==> src/rtl/kbd_pkg.sv <==
package kbd_pkg;

  localparam logic [7:0] PORT_DATA = 8'h60;
  localparam logic [7:0] PORT_CTRL = 8'h64;

  localparam logic [7:0] CMD_INHIBIT = 8'hAD;
  localparam logic [7:0] CMD_RESUME  = 8'hAE;

  localparam int FRAME_BITS = 11;

  typedef struct packed {
    logic       perr;
    logic       rsv6;
    logic       ovr;
    logic       inh;
    logic [2:0] rsv;
    logic       obf;
  } kbd_status_t;

  // odd parity: data plus parity bit carry an odd number of ones
  function automatic logic odd_parity_ok(input logic [7:0] d, input logic p);
    return ^{d, p};
  endfunction

  function automatic logic frame_valid(input logic [7:0] d, input logic p,
                                       input logic stop);
    return odd_parity_ok(d, p) & stop;
  endfunction

  // set has priority over clear
  function automatic logic next_flag(input logic set, input logic clr,
                                     input logic cur);
    return set | (cur & ~clr);
  endfunction

  function automatic logic [7:0] pack_status(input logic perr, input logic ovr,
                                             input logic inh, input logic obf);
    kbd_status_t s;
    s.perr = perr;
    s.rsv6 = 1'b0;
    s.ovr  = ovr;
    s.inh  = inh;
    s.rsv  = 3'b000;
    s.obf  = obf;
    return s;
  endfunction

endpackage

==> src/rtl/kbd_sync_edge.sv <==
module kbd_sync_edge #(
  parameter int STAGES = 2
) (
  input  logic clk,
  input  logic rst_n,
  input  logic kb_clk_i,
  input  logic kb_dat_i,
  output logic fall_o,
  output logic dat_o
);
  localparam int NLINES = 2;

  logic [NLINES-1:0] lines_in;
  logic [NLINES-1:0] lines_sync;
  logic              clk_prev;

  assign lines_in = {kb_dat_i, kb_clk_i};

  for (genvar g = 0; g < NLINES; g++) begin : g_line
    logic [STAGES-1:0] chain;
    always_ff @(posedge clk or negedge rst_n) begin
      if (!rst_n) chain <= '1;
      else        chain <= {chain[STAGES-2:0], lines_in[g]};
    end
    assign lines_sync[g] = chain[STAGES-1];
  end

  always_ff @(posedge clk or negedge rst_n) begin
    if (!rst_n) clk_prev <= 1'b1;
    else        clk_prev <= lines_sync[0];
  end

  assign fall_o = clk_prev & ~lines_sync[0];
  assign dat_o  = lines_sync[1];

endmodule

==> src/rtl/kbd_frame_rx.sv <==
module kbd_frame_rx
  import kbd_pkg::*;
#(
  parameter int TIMEOUT_CYC = 100000
) (
  input  logic       clk,
  input  logic       rst_n,
  input  logic       fall_i,
  input  logic       dat_i,
  output logic       ok_o,
  output logic       bad_o,
  output logic [7:0] byte_o,
  output logic [3:0] idx_o,
  output logic       tmo_o
);
  localparam int          TW       = $clog2(TIMEOUT_CYC + 1);
  localparam logic [3:0]  STOP_IDX = 4'(FRAME_BITS - 1);
  localparam logic [TW-1:0] TMO_LAST = TW'(TIMEOUT_CYC - 1);

  logic [3:0]    idx;
  logic [8:0]    shreg;
  logic [TW-1:0] cnt;

  assign idx_o = idx;
  assign tmo_o = (idx != 4'd0) && !fall_i && (cnt == TMO_LAST);

  always_ff @(posedge clk or negedge rst_n) begin
    if (!rst_n) begin
      idx    <= 4'd0;
      shreg  <= '0;
      cnt    <= '0;
      ok_o   <= 1'b0;
      bad_o  <= 1'b0;
      byte_o <= 8'h00;
    end else begin
      ok_o  <= 1'b0;
      bad_o <= 1'b0;
      if (fall_i) begin
        cnt <= '0;
        if (idx == 4'd0) begin
          if (!dat_i) idx <= 4'd1;
        end else if (idx < STOP_IDX) begin
          shreg <= {dat_i, shreg[8:1]};
          idx   <= idx + 4'd1;
        end else begin
          idx    <= 4'd0;
          byte_o <= shreg[7:0];
          if (frame_valid(shreg[7:0], shreg[8], dat_i)) ok_o  <= 1'b1;
          else                                          bad_o <= 1'b1;
        end
      end else if (idx != 4'd0) begin
        if (tmo_o) begin
          idx <= 4'd0;
          cnt <= '0;
        end else begin
          cnt <= cnt + TW'(1);
        end
      end
    end
  end

endmodule

==> src/rtl/kbd_host_regs.sv <==
module kbd_host_regs
  import kbd_pkg::*;
(
  input  logic       clk,
  input  logic       rst_n,
  input  logic       ok_i,
  input  logic       bad_i,
  input  logic [7:0] byte_i,
  input  logic [7:0] io_addr,
  input  logic       io_rd,
  input  logic       io_wr,
  input  logic [7:0] io_wdata,
  output logic [7:0] io_rdata,
  output logic       irq_o,
  output logic       load_o,
  output logic       drop_o,
  output logic       data_rd_o,
  output logic       stat_rd_o,
  output logic [7:0] buf_o,
  output logic [7:0] status_o
);
  logic obf, ovr, perr, inh;
  logic [7:0] data_buf;
  logic cmd_wr, accept, bad_ev;

  assign data_rd_o = io_rd && (io_addr == PORT_DATA);
  assign stat_rd_o = io_rd && (io_addr == PORT_CTRL);
  assign cmd_wr    = io_wr && (io_addr == PORT_CTRL);

  assign accept = ok_i && !inh;
  assign bad_ev = bad_i && !inh;
  assign load_o = accept && (!obf || data_rd_o);
  assign drop_o = accept && obf && !data_rd_o;

  always_ff @(posedge clk or negedge rst_n) begin
    if (!rst_n) begin
      obf      <= 1'b0;
      ovr      <= 1'b0;
      perr     <= 1'b0;
      inh      <= 1'b0;
      data_buf <= 8'h00;
    end else begin
      obf  <= next_flag(load_o, data_rd_o, obf);
      ovr  <= next_flag(drop_o, stat_rd_o, ovr);
      perr <= next_flag(bad_ev, stat_rd_o, perr);
      inh  <= next_flag(cmd_wr && io_wdata == CMD_INHIBIT,
                        cmd_wr && io_wdata == CMD_RESUME, inh);
      if (load_o) data_buf <= byte_i;
    end
  end

  assign status_o = pack_status(perr, ovr, inh, obf);
  assign buf_o    = data_buf;
  assign irq_o    = obf;

  always_comb begin
    unique case (io_addr)
      PORT_DATA: io_rdata = data_buf;
      PORT_CTRL: io_rdata = status_o;
      default:   io_rdata = 8'h00;
    endcase
  end

endmodule

==> src/rtl/kbd_port_ctrl.sv <==
module kbd_port_ctrl #(
  parameter int TIMEOUT_CYC = 100000,
  parameter int SYNC_STAGES = 2
) (
  input  logic       clk,
  input  logic       rst_n,
  input  logic       kb_clk_i,
  input  logic       kb_dat_i,
  input  logic [7:0] io_addr,
  input  logic       io_rd,
  input  logic       io_wr,
  input  logic [7:0] io_wdata,
  output logic [7:0] io_rdata,
  output logic       irq_o
);
  // internal events, named for the checker
  logic       kb_fall;
  logic       kb_dat;
  logic       frame_ok;
  logic       frame_bad;
  logic [7:0] rx_byte;
  logic [3:0] bit_idx;
  logic       tmo_ev;
  logic       load_ev;
  logic       drop_ev;
  logic       data_rd;
  logic       stat_rd;
  logic [7:0] data_buf;
  logic [7:0] status;

  kbd_sync_edge #(.STAGES(SYNC_STAGES)) u_sync (
    .clk      (clk),
    .rst_n    (rst_n),
    .kb_clk_i (kb_clk_i),
    .kb_dat_i (kb_dat_i),
    .fall_o   (kb_fall),
    .dat_o    (kb_dat)
  );

  kbd_frame_rx #(.TIMEOUT_CYC(TIMEOUT_CYC)) u_rx (
    .clk    (clk),
    .rst_n  (rst_n),
    .fall_i (kb_fall),
    .dat_i  (kb_dat),
    .ok_o   (frame_ok),
    .bad_o  (frame_bad),
    .byte_o (rx_byte),
    .idx_o  (bit_idx),
    .tmo_o  (tmo_ev)
  );

  kbd_host_regs u_regs (
    .clk       (clk),
    .rst_n     (rst_n),
    .ok_i      (frame_ok),
    .bad_i     (frame_bad),
    .byte_i    (rx_byte),
    .io_addr   (io_addr),
    .io_rd     (io_rd),
    .io_wr     (io_wr),
    .io_wdata  (io_wdata),
    .io_rdata  (io_rdata),
    .irq_o     (irq_o),
    .load_o    (load_ev),
    .drop_o    (drop_ev),
    .data_rd_o (data_rd),
    .stat_rd_o (stat_rd),
    .buf_o     (data_buf),
    .status_o  (status)
  );

endmodule

==> config.mk <==
export PLATFORM = sky130hd
export DESIGN_NAME = kbd_port_ctrl
export DESIGN_NICKNAME = d
export VERILOG_FILES = /design/src/rtl/kbd_pkg.sv /design/src/rtl/kbd_sync_edge.sv /design/src/rtl/kbd_frame_rx.sv /design/src/rtl/kbd_host_regs.sv /design/src/rtl/kbd_port_ctrl.sv
export SDC_FILE = /design/constraint.sdc
export NUM_CORES = 1
export LEC_CHECK = 0
export BUFFER_PORTS_ARGS = -buffer_cell sky130_fd_sc_hd__clkbuf_2
export CAP_MARGIN = 20
export CELL_PAD_IN_SITES_DETAIL_PLACEMENT = 0
export CELL_PAD_IN_SITES_GLOBAL_PLACEMENT = 2
export CORE_ASPECT_RATIO = 1.25
export CORE_MARGIN = 5
export CORE_UTILIZATION = 38
export DETAILED_ROUTE_END_ITERATION = 10
export PLACE_DENSITY_LB_ADDON = 0.1
export SYNTH_ARGS = -nofsm -noshare
export SYNTH_HDL_FRONTEND = slang
export SYNTH_SLANG_ARGS = --single-unit
==> constraint.sdc <==
create_clock -name clk -period 4.2 [get_ports clk]
set_input_delay 1.26 -clock clk [delete_from_list [all_inputs] [get_ports clk]]
set_output_delay 1.26 -clock clk [all_outputs]
set_load 0.03 [all_outputs]
-- Yosys cells after proc, flatten, opt, wreduce, memory -nomap -nowiden
Index checks and enable logic that the tools add are counted.
Widths: inputs -> output; s select.
- flip-flop bits (word level): 57
- latch bits: 0
- bits in writable memories: 0
- memory bits (read-only): 0
- input bits: 22
- output and inout port bits: 9
- word-level logic and storage cells: 82
- memories: 0
- add/sub/neg operators: 2
- multiply operators: 0
- divide/modulo/power cells: 0
- $lt $le $gt $ge: 1
- equality and inequality tests: 6
- shift operators: 0
- muxes and demuxes: 18
- bitwise operators: 16
- reduce and logical (&&, ||, !) cells: 25
- operators with widths (cell ; count):
    $mux 17 ; 3
    $mux 4 ; 6
    $add 17x1->17 const B ; 1
    $eq 17x17->1 const B ; 1
    $eq 8x7->1 const B ; 2
    $eq 8x8->1 const B ; 2
    $pmux 8 s2 ; 1
    $logic_and 1x1->1 ; 12
    $reduce_and 3->1 ; 3
    $reduce_xor 9->1 ; 1
    $mux 1 ; 8
    $and 1x1->1 ; 6
    $not 1->1 ; 6
    $add 4x1->4 const B ; 1
    $logic_not 1->1 ; 4
    $logic_not 4->1 ; 1
    $lt 4x4->1 const B ; 1
    $or 1x1->1 ; 4
    $reduce_bool 2->1 ; 2
    $reduce_bool 4->1 ; 1
    $ne 3x3->1 const B ; 1
    $logic_or 1x1->1 ; 1

-- Logic depth before layout (Yosys ltp)
Gate-level depths: netlist of run 1.
- word-level depth: 8
- depth in mapped cells: 10
- mapped depth without buffers: 7

-- By module
A second synthesis of run 1 with hierarchy kept.
- cells, all modules: 261
- area total of the unflattened synthesis: 2793.9 sq um
- by module, submodules not included (module ; times used ; cells each ; area an instance (sq um) ; seq. area each (sq um)):
    kbd_frame_rx ; 1 ; 194 ; 1956.9 ; 1001.0
    kbd_host_regs ; 1 ; 61 ; 691.9 ; 300.3
    kbd_sync_edge ; 1 ; 6 ; 145.1 ; 131.4

-- Worst setup path after synthesis of run 1
Ideal clock, no wire load.
- path type: in2out
- start point: input port io_addr[4]
- end point: output port io_rdata[0]
- arrival: 2.600 ns
- data required time: 2.940 ns
- path slack: 0.340 ns
- cell stages on the path: 3
- path buffers: 0
- cell sequence: or4b_4 -> nor3_1 -> a22o_2
- word-level cells in the longest chain between the ends: 2
- elaborated cells on any way between the ends: 3
- classes of those cells: 2 x eq/ne; 1 x mux
- RTL lines (element ; line ; text):
    start, declared ; kbd_port_ctrl.sv:9 ; input logic [7:0] io_addr,
    $eq 8x7->1 ; kbd_host_regs.sv:57 ; unique case (io_addr)
    $pmux 8 s2 * ; kbd_host_regs.sv:57 ;
    end, declared ; kbd_port_ctrl.sv:13 ; output logic [7:0] io_rdata,
Mark *: on every way between the ends. The rest lies on a longest branch, timed or not.

-- Final worst setup path of run 1
- start point: input port io_addr[4]
- end point: output port io_rdata[5]
The elaborated chain is that of the path after synthesis.

==> summary.txt, run 1 <==
Synth
  • Number of synthesized flops with an enable pin: 0
  • Syn avg cell area: approximately 11 sq um
  • Synth cell count leaders: dfrtp_1 (52), nand2_1 (24), mux2_2 (18)
  • Synth Area in Simple Gates: 17.91%
  • Largest family of logic cells by synthesized area: simple AND/OR/NAND/NOR gates
  • Synth unique cells: 43
  • Synth area leader: dfrtp_1
  • Syn Std Cell Area: 2745 sq um
  • XOR/XNOR Fraction of Synth Area: under 10%
  • Yosys reg bits: 57
  • Top cells by area, synth: dfrtp_1 (47%), mux2_2 (7.4%), dfstp_2 (4.8%)
  • Mux share of post-synthesis cell area: 11.76%
  • Synth top area share: 47.40%
  • Cells after synthesis: between 200 and 250
  • Post-synthesis compound-gate area fraction: between 10% and 20%
  • Async set or reset register ratio after synthesis: 100.0%
  • Net Count, Synth: roughly 270
  • Seq/Total Area, Yosys: 52.19%
  • Area share of fa/ha/maj cells after synthesis: 1.367%
  • Yosys warns: 0
  • Count leader, synth: dfrtp_1
  • Synth Flop Type: dfrtp_1

Detailed routing
  • Iteration-0 DRC Markers: 52
  • Total Wirelength: around 5600 um
  • Pre-Repair DR Iteration Count: 4
  • DR vias: about 2000
  • DR DRC count: 0
  • Post-route ant nets: 0
  • Avg Vias per Cell: roughly 5.2
  • Average wire per standard cell: ~15 um

Worst setup path
  • Critical path endpoint category: output pin
  • CP max stage cell: or4b_4
  • Critical path buffers and inverters: 2
  • Crit start category: primary input
  • Critical path class: primary input to output pin
  • Crit path DAT: 2.64 ns
  • Cell Chain, Critical Path: clkbuf_2 > or4b_4 > nor3_4 > a22o_2 > clkbuf_2
  • Top Family by Delay on Critical Path: simple AND/OR/NAND/NOR gates
  • Req. time, crit path: 2.94 ns
  • Crit-path max FO: 9
  • Worst path most repeated cell: clkbuf_2
  • Crit path largest cell delay: 0.55 ns

Final layout
  • Antenna cells: 0
  • Final net count: around 310
  • Area growth from synthesis to layout: 17.05%
  • Design area: 3213 sq um
  • Layout fillers: around 680
  • Layout cells sized above 1: between 30% and 40%
  • Multi-input logic area: around 1200 sq um
  • FF/Latch Area: 1433 sq um
  • Final std cells w/o fill: 376

Pwr
  • Max VDD drop: approximately 0.23 mV
  • P_int: approximately 1.2 mW
  • P per Cell Area: 542.2 nW/um^2
  • Clk pwr share: 31.9%
  • Lkg Pwr: around 1.5 nW
  • Part of the power in registers: 42.5%
  • Total power: ~1.7 mW
  • Comb power frac: 25.6%
  • Psw: 0.5538 mW
  • Net Sw Frac: 31.79%

Clock network
  • Post-CTS setup repair buffer count: 0
  • H-tree depth: 3
  • CTS tree: yes
  • CTS max path bufs: 2
  • Clock sink count: between 50 and 60
  • Clock Tree Root: clkbuf_8
  • Hold-fix buffers, CTS: 0
  • Post-cts resize count: 0
  • Clock latency on the worst-skew pair: 0.33 ns
  • Clock-pin slew on the worst setup and hold paths: roughly 0.060 ns
  • TritonCTS Buffers: 9

Global route
  • Remaining global-route overflow: 0
  • First-pass GRT wire length: around 9500 um
  • Number of antenna violations at the first check in global routing: 0
  • Largest net degree at the start of global routing: 32
  • Vias in the first global route: 1906
  • Total track usage: a little over an eighth

STA
  • Max_slew headroom: 44.89%
  • Unrepaired setup endpoints after global routing: false
  • Min Tclk post-route: 3.898 ns
  • Worst Tran Pin Value: 0.8267 ns
  • Pins Over Slew Limit: 0
  • Final TNS setup: 0 ns
  • Final Setup Violations: 0
  • Final Hold Vio Count: 0
  • Crit share post-route: between 90% and 100%
  • Fmax: about 0.26 GHz
  • Skew final: 0.01134 ns

Placement
  • Placer Congestion: 0.7838
  • Post-DP HPWL: slightly below 4000 um
  • Placed Cells: 360
  • Port Buffers: 30
  • Placed cell area: 2994 sq um

Die
  • Die Width: 86.02 um
  • Die area: around 9000 sq um
  • Core ar.: roughly 7000 sq um
  • Starting Density: 39.11%
  • I/O pin count: 31
  • Die span in y: between 100 and 150 um
  • Rows: 34

Min path
  • Worst min path class: register to register

Run
  • Max_cap viols: 0

Outcome
  • Run status: completed
-- area by class of cell --
class	instances	share of cell area, %
repair buffers	34	5.607
well taps	90	3.505
multi-input cells	174	38.90
inverters	5	0.5841
clock inverters	7	2.960
clock buffers	9	3.855
flip-flops and latches	57	44.59
-- worst reg2reg max path, stage by stage, from the launching register on --
cell and delay [ns]:
dfrtp_1 0.41, ha_1 0.25, and3_1 0.26, and3_1 0.23
a21oi_1 0.41, buf_4 0.31, or3b_2 0.46, nand3_1 0.09
-- registers in the layout (all words and copies together) (netlist names) --
register             cells
u_sync.clk_prev          1
u_rx.bad_o               1
u_rx.ok_o                1
u_rx.idx_o               4
u_rx.byte_o              8
u_regs.ovr               1
u_regs.inh               1
u_regs.irq_o             1
u_sync.g_line.chain      4
u_rx.cnt                17
u_rx.shreg               9
u_regs.perr              1
u_regs.buf_o             8
-- final timing paths --
kind | start | endpoint | slack (ns) | depth (start not counted)
max in group asynchronous | rst_n | u_sync.g_line[1].chain[0] | 2.44 | 2
worst min-delay path | u_sync.g_line[1].chain[0] | u_sync.g_line[1].chain[1] | 0.36 | 0
min in group asynchronous | rst_n | u_rx.cnt[1] | 1.01 | 1
worst max register to register | u_rx.cnt[0] | u_rx.cnt[13] | 1.71 | 7
worst max-delay path | io_addr[4] | io_rdata[5] | 0.30 | 5
worst min register to register | u_sync.g_line[1].chain[0] | u_sync.g_line[1].chain[1] | 0.36 | 0
-- cell families after synthesis --
logic type | count (synthesis)
buf+inv | 13
flops | 57
fa+ha+maj | 3
mux | 26
simple gates | 87
compound gates | 49
xor+xnor | 9
-- power groups by stage --
stage	registers (mW)	logic, mW	clock network (mW)
after floorplan	0.719	0.363	0
after global placement	0.749	0.452	0
after detailed placement	0.750	0.457	0
after CTS	0.740	0.458	0.571
after global routing	0.753	0.506	0.595
final	0.740	0.446	0.556
-- routing by layer --
| layer | track usage, % | vias up | part of all wire [%] |
|---|---|---|---|
| li1 | - | 971 | - |
| met1 | 15.71 | 958 | 43 |
| met2 | 22.38 | 28 | 52 |
| met3 | 3.386 | 5 | 4.0 |
| met4 | 5.430 | 0 | 0.93 |
| met5 | 0 | - | 0 |
-- through the flow --
stage                     setup slack, ns  hold WS, ns  utilization, %
after floorplan                    0.3400       0.3452               -
after global placement             0.2892       0.3466           42.66
after detailed placement           0.2661       0.3472           42.66
after CTS                          0.2666       0.3599           45.78
after global routing               0.2008       0.3629           45.78
final                              0.3021       0.3572           45.78
-- layout by cell type, fill, tap and decap left out, drive strengths merged, types with 8 or more instances in the layout --
master  synthesis  layout
dfrtp          52      52
nand3          11      11
a31oi          11      11
nor2            9       9
o21ai          14      14
nor3            8       8
mux2           26      26
clkbuf          3      39
a21oi          11      11
nand2          24      24
No activity file was read; power rests on OpenSTA's default activity.
==> inputs of run 2 (changes only) <==
--- a/config.mk
+++ b/config.mk
@@ -11,7 +11,7 @@
 export CELL_PAD_IN_SITES_GLOBAL_PLACEMENT = 2
 export CORE_ASPECT_RATIO = 1.25
 export CORE_MARGIN = 5
-export CORE_UTILIZATION = 38
+export CORE_UTILIZATION = 35
 export DETAILED_ROUTE_END_ITERATION = 10
 export PLACE_DENSITY_LB_ADDON = 0.1
 export SYNTH_ARGS = -nofsm -noshare
==> constraint.sdc (replaced) <==
create_clock -name clk -period 3.3 [get_ports clk]
set_input_delay 0.99 -clock clk [delete_from_list [all_inputs] [get_ports clk]]
set_output_delay 0.99 -clock clk [all_outputs]
set_load 0.03 [all_outputs]
==> run 2 against run 1 <==
Compared with the run above: die area grew 7.6%; core utilization shrank 2.6 points; final area grew 4.0%; clock skew decreased by 0.0024 ns; first-iteration DRC count increased by 71%; setup slack worse by 0.24 ns; clock power is 57% higher.
==> summary.txt, run 2 (same netlist as run 1, synthesis figures left out) <==
Outcome
  • Run status: completed (unchanged)

Clock network
  • Clock Tree Root: clkbuf_8 (unchanged)
  • Hold-fix buffers, CTS: 0 (unchanged)
  • Post-CTS setup repair buffer count: 0 (unchanged)
  • Clock sink count: 57 (unchanged)
  • CTS tree: yes (unchanged)
  • Clock latency on the worst-skew pair: 0.34 ns (was 0.33 ns)
  • CTS max path bufs: 2 (unchanged)
  • TritonCTS Buffers: 9 (unchanged)
  • Clock-pin slew on the worst setup and hold paths: 0.06 ns (about the same)
  • H-tree depth: 3 (unchanged)

Final layout
  • Final net count: 307 (was 306)
  • Antenna cells: 0 (unchanged)
  • Commonest non-fill, non-tap cell in the layout: dfrtp_1 (unchanged)
  • Top reg by flops: u_rx.cnt (unchanged)
  • Design area: 3342 sq um (was 3213 sq um)
  • Layout cells sized above 1: 34.49% (was 33.92%)
  • Layout Utilization: 43.14% (was 45.78%)
  • Largest regs: u_rx.cnt x17, u_rx.shreg x9 (unchanged)
  • Area growth from synthesis to layout: 21.74% (was 17.05%)
  • Most frequent cells in the layout: dfrtp_1 (52), nand2_1 (24), clkbuf_2 (22) (was dfrtp_1 (52), clkbuf_2 (30), nand2_1 (24))
  • Max FFs per register: 17 (unchanged)

STA
  • Final Setup Violations: 0 (unchanged)
  • Unrepaired setup endpoints after global routing: false (unchanged)
  • Final setup margin: 0.06309 ns (was 0.3021 ns)
  • Final Hold Vio Count: 0 (unchanged)
  • Pins Over Slew Limit: 0 (unchanged)
  • Skew final: 0.008921 ns (was 0.01134 ns)
  • Worst Tran Pin Value: 0.7363 ns (was 0.8267 ns)
  • Max_slew headroom: 50.92% (was 44.89%)
  • Crit share post-route: 98.09%
  • Min Tclk post-route: 3.237 ns
  • Final TNS setup: 0 ns (unchanged)
  • Fmax: 0.3089 GHz

Die
  • I/O pin count: 31 (unchanged)
  • Starting Density: 35.43% (was 39.11%)
  • Die span in y: 109.0 um (was 105.0 um)
  • Die Width: 89.21 um (was 86.02 um)
  • Core ar.: 7747 sq um (was 7019 sq um)
  • Die area: 9725 sq um (was 9034 sq um)
  • Rows: 36 (was 34)

Detailed routing
  • DR DRC count: 0 (unchanged)
  • Post-route ant nets: 0 (unchanged)
  • DR vias: 2001 (was 1962)
  • Total Wirelength: 5733 um (was 5576 um)
  • Avg Vias per Cell: 5.238 (was 5.218)
  • Average wire per standard cell: 15.01 um (was 14.83 um)
  • Pre-Repair DR Iteration Count: 4 (unchanged)
  • Iteration-0 DRC Markers: 89 (was 52)

Run
  • Max_cap viols: 0 (unchanged)

Pwr
  • Lkg Pwr: 1.544 nW (was 1.503 nW)
  • Max VDD drop: 0.3117 mV (was 0.2336 mV)
  • P per Cell Area: 714.6 nW/um^2 (was 542.2 nW/um^2)
  • Total power: 2.388 mW (was 1.742 mW)

Worst setup path
  • Crit-path max FO: 9 (unchanged)
  • Cell Chain, Critical Path: clkbuf_2 > or3b_2 > nor3_4 > buf_12 > and2_2 > clkbuf_4 (was clkbuf_2 > or4b_4 > nor3_4 > a22o_2 > clkbuf_2)
  • Crit start category: primary input (unchanged)
  • CP max stage cell: or3b_2 (was or4b_4)
  • Top Family by Delay on Critical Path: simple AND/OR/NAND/NOR gates (unchanged)
  • R2R setup slack: 1.10 ns (was 1.71 ns)
  • Req. time, crit path: 2.31 ns (was 2.94 ns)
  • Worst reg2reg startpoint: u_rx.cnt[0] (unchanged)
  • Crit path largest cell delay: 0.51 ns (was 0.55 ns)
  • Crit path DAT: 2.25 ns (was 2.64 ns)
  • Critical path endpoint category: output pin (unchanged)
  • Critical path buffers and inverters: 3 (was 2)
  • Reg2reg end: u_rx.cnt[5] (was u_rx.cnt[13])
  • Critical path class: primary input to output pin (unchanged)
  • R2R cell count: 6 (was 7)

Placement
  • Post-DP HPWL: 3972 um (was 3974 um)
  • Port Buffers: 30 (unchanged)
  • Placer Congestion: 0.7393 (was 0.7838)
  • Placed cell area: 3025 sq um (was 2994 sq um)
  • Setup slack at placement: -0.02390 ns (was 0.2661 ns)

Min path
  • Hold_sp: u_sync.g_line[0].chain[0] (was u_sync.g_line[1].chain[0])
  • Worst hold endpoint: u_sync.g_line[0].chain[1] (was u_sync.g_line[1].chain[1])
  • Hold path depth: 0 (unchanged)
  • Worst min path class: register to register (unchanged)

Global route
  • Remaining global-route overflow: 0 (unchanged)
  • First-pass GRT wire length: 9991 um (was 9487 um)
  • Vias in the first global route: 2068 (was 1906)
  • Largest net degree at the start of global routing: 58 (was 32)
  • Total track usage: 13.44% (was 13.21%)
  • Number of antenna violations at the first check in global routing: 0 (unchanged)
[run 2: final cells by class]
class | instances | area, sq um
Tap cell | 95 | 118.9
Clock buffer | 9 | 123.9
Fill cell | 763 | 4405
Multi-Input combinational cell | 174 | 1255
Sequential cell | 57 | 1433
Timing Repair Buffer | 35 | 251.5
Inverter | 5 | 18.77
Clock inverter | 7 | 141.4
[run 2: through the flow]
stage	hold slack (ns)	instances
6_report	0.3563	382
2_1_floorplan	0.3452	244
3_5_place_dp	0.3490	366
5_1_grt	0.3624	382
3_3_place_gp	0.3457	366
4_1_cts	0.3592	382
[run 2: power breakdown]
part | internal (mW) | leakage, nW | switching [mW]
Sequential | 0.813 | 0.741 | 0.128
Combinational | 0.275 | 0.673 | 0.299
Clock | 0.579 | 0.130 | 0.293
Total | 1.67 | 1.54 | 0.721
[run 2: how the worst max path moves through the flow]
| stage | from | end | slack, ns | cells after the start |
|---|---|---|---|---|
| after floorplan | io_addr[4] | io_rdata[0] | 0.16 | 3 |
| after global placement | io_addr[4] | io_rdata[5] | -0.006 | 6 |
| after detailed placement | io_addr[4] | io_rdata[4] | -0.02 | 6 |
| after CTS | io_addr[4] | io_rdata[2] | 0.001 | 6 |
| after global routing | io_addr[7] | io_rdata[6] | 0.01 | 6 |
| final | io_addr[7] | io_rdata[6] | 0.06 | 6 |
[run 2: timing repair]
action / 4_1_cts / 5_1_grt
pin swaps: 0 / 1
gates resized for setup: 13 / 0
endpoints found under the setup margin: 8 / 8
cloned: 0 / 0
[run 2: layer usage]
layer,up-vias,track usage (%),wire length [um]
met5,-,0,0
met4,0,5.745,104
met3,9,3.401,212
met2,32,23.02,2918
met1,988,15.69,2499
li1,972,-,-
==> inputs of run 3 (changes only) <==
--- a/config.mk
+++ b/config.mk
@@ -10,7 +10,6 @@
 export CELL_PAD_IN_SITES_DETAIL_PLACEMENT = 0
 export CELL_PAD_IN_SITES_GLOBAL_PLACEMENT = 2
 export CORE_ASPECT_RATIO = 1.25
-export CORE_MARGIN = 5
 export CORE_UTILIZATION = 35
 export DETAILED_ROUTE_END_ITERATION = 10
 export PLACE_DENSITY_LB_ADDON = 0.1
==> run 3 against run 2 <==
Compared with the run above: flip-flop and latch count did not move; critical path depth did not move; first-iteration DRC count down 47%; wire length down 3.2%; critical path type unchanged; clock skew down 0.0018 ns; largest power group unchanged.
==> summary.txt, run 3 (same netlist as run 1, synthesis figures left out) <==
Outcome
  • Run status: completed (unchanged)

STA
  • Min Tclk post-route: 3.210 ns (was 3.237 ns)
  • Max_slew headroom: 46.85% (was 50.92%)
  • Crit share post-route: 97.28% (was 98.09%)
  • Worst Tran Pin Value: 0.7943 ns (was 0.7363 ns)
  • Unrepaired setup endpoints after global routing: false (unchanged)
  • Pins Over Slew Limit: 0 (unchanged)
  • Final Hold Vio Count: 0 (unchanged)
  • Final Setup Violations: 0 (unchanged)
  • Skew final: 0.007147 ns (was 0.008921 ns)
  • Fmax: 0.3115 GHz (was 0.3089 GHz)

Global route
  • Number of antenna violations at the first check in global routing: 0 (unchanged)
  • Largest net degree at the start of global routing: 58 (unchanged)
  • Vias in the first global route: 1973 (was 2068)
  • Remaining global-route overflow: 0 (unchanged)
  • Total track usage: 15.86% (was 13.44%)
  • First-pass GRT wire length: 9584 um (was 9991 um)

Detailed routing
  • Met2 Routed Length: 2877 um (was 2918 um)
  • Pre-Repair DR Iteration Count: 4 (unchanged)
  • M1 wire length: 2341 um (was 2499 um)
  • Average wire per standard cell: 14.65 um (was 15.01 um)
  • Post-route ant nets: 0 (unchanged)
  • Metal3 WL: 178 um (was 212 um)
  • Avg Vias per Cell: 5.145 (was 5.238)
  • DR DRC count: 0 (unchanged)
  • Iteration-0 DRC Markers: 47 (was 89)
  • Highest routed layer: met4 (unchanged)
  • Total Wirelength: 5551 um (was 5733 um)
  • DR vias: 1950 (was 2001)

Final layout
  • Final net count: 307 (unchanged)
  • Layout cells sized above 1: 34.49% (unchanged)
  • Design area: 3299 sq um (was 3342 sq um)
  • Largest regs: u_rx.cnt x17, u_rx.shreg x9 (unchanged)
  • Antenna cells: 0 (unchanged)
  • Top reg by flops: u_rx.cnt (unchanged)
  • Max FFs per register: 17 (unchanged)
  • Area growth from synthesis to layout: 20.19% (was 21.74%)
  • Most frequent cells in the layout: dfrtp_1 (52), nand2_1 (24), clkbuf_2 (22) (unchanged)
  • Commonest non-fill, non-tap cell in the layout: dfrtp_1 (unchanged)
  • Layout fillers: 724 (was 763)

Worst setup path
  • Crit-path max FO: 9 (unchanged)
  • Critical path endpoint category: output pin (unchanged)
  • Crit path DAT: 2.22 ns (was 2.25 ns)
  • Critical path class: primary input to output pin (unchanged)
  • Crit start category: primary input (unchanged)
  • Req. time, crit path: 2.31 ns (about the same)

Min path
  • Worst min path class: register to register (unchanged)

Placement
  • Post-DP HPWL: 3857 um (was 3972 um)
  • Port Buffers: 30 (unchanged)
  • Placer Congestion: 0.7054 (was 0.7393)
  • Placed cell area: 3034 sq um (was 3025 sq um)

Pwr
  • Lkg Pwr: 1.530 nW (was 1.544 nW)
  • P per Cell Area: 699.5 nW/um^2 (was 714.6 nW/um^2)
  • Total power: 2.308 mW (was 2.388 mW)
  • Max VDD drop: 0.3413 mV (was 0.3117 mV)

Die
  • Core ar.: 7488 sq um (was 7747 sq um)
  • Die span in y: 101.0 um (was 109.0 um)
  • Starting Density: 36.66% (was 35.43%)
  • Die area: 8203 sq um (was 9725 sq um)
  • Rows: 35 (was 36)
  • I/O pin count: 31 (unchanged)
  • Die Width: 81.21 um (was 89.21 um)

Clock network
  • CTS tree: yes (unchanged)
  • CTS max path bufs: 2 (unchanged)
  • Clock sink count: 57 (unchanged)
  • Post-CTS setup repair buffer count: 0 (unchanged)
  • Hold-fix buffers, CTS: 0 (unchanged)
  • Clock latency on the worst-skew pair: 0.33 ns (was 0.34 ns)
  • Clock Tree Root: clkbuf_8 (unchanged)
  • H-tree depth: 3 (unchanged)
  • Clock-pin slew on the worst setup and hold paths: 0.07 ns (was 0.06 ns)
  • TritonCTS Buffers: 9 (unchanged)

Run
  • Max_cap viols: 0 (unchanged)
run 3: cell count changes in the layout (fill, tap and decap cells not counted), sizes merged:
cell and delta:
buf +8, clkbuf -8, bufinv -1, clkinv +1, clkinvlp +1, inv -1
run 3: cell type report:
type / instances / area [sq um] / share of cell area, %
Sequential cell: 57 / 1433 / 43.42
Multi-Input combinational cell: 174 / 1257 / 38.11
Timing Repair Buffer: 35 / 232.7 / 7.053
Clock buffer: 9 / 123.9 / 3.754
Clock inverter: 7 / 118.9 / 3.603
Tap cell: 92 / 115.1 / 3.489
Inverter: 5 / 18.77 / 0.5688
run 3: power breakdown:
| part | switching, mW | internal, mW |
|---|---|---|
| Clock | 0.290 | 0.501 |
| Sequential | 0.129 | 0.814 |
| Combinational | 0.299 | 0.277 |
| Total | 0.717 | 1.59 |
run 3: repair_timing:
item	CTS	global route
hold endpoints to repair	0	0
pin swaps	1	0
endpoints found under the setup margin	8	8
resized for setup	5	15
run 3: metal layers:
| metal | track usage (%) | vias to the layer above |
|---|---|---|
| met5 | 0 | - |
| met4 | 9.615 | 0 |
| met3 | 2.805 | 13 |
| met2 | 27.99 | 36 |
| met1 | 17.34 | 931 |
| li1 | - | 970 |
run 3: critical path: stages:
cell and delay (ns):
clkbuf_2 0.08, or4b_4 0.55, nor3_4 0.17, buf_12 0.14, a22o_2 0.14, buf_4 0.15
run 3: final timing paths:
| kind | startpoint | to | slack (ns) | depth (start not counted) |
|---|---|---|---|---|
| hold reg to reg | u_sync.g_line[0].chain[0] | u_sync.g_line[0].chain[1] | 0.36 | 0 |
| min in group asynchronous | rst_n | u_rx.idx_o[0] | 0.65 | 2 |
| hold / removal | u_sync.g_line[0].chain[0] | u_sync.g_line[0].chain[1] | 0.36 | 0 |
| setup reg to reg | u_rx.cnt[0] | u_rx.cnt[13] | 0.99 | 7 |
| setup / recovery | io_addr[4] | io_rdata[4] | 0.09 | 6 |
| max in group asynchronous | rst_n | u_sync.g_line[1].chain[1] | 2.36 | 2 |
run 3: stage by stage:
stage / utilization [%] / TNS (ns) / std cells / setup slack, ns / hold slack (ns)
6_report: 44.06 / 0 / 379 / 0.08987 / 0.3566
4_1_cts: 43.93 / 0 / 379 / 0.03710 / 0.3579
5_1_grt: 44.06 / 0 / 379 / 0.01408 / 0.3654
3_3_place_gp: 40.52 / -0.03240 / 363 / -0.005995 / 0.3462
2_1_floorplan: - / 0 / 244 / 0.1551 / 0.3452
3_5_place_dp: 40.52 / -0.1260 / 363 / -0.02097 / 0.3473
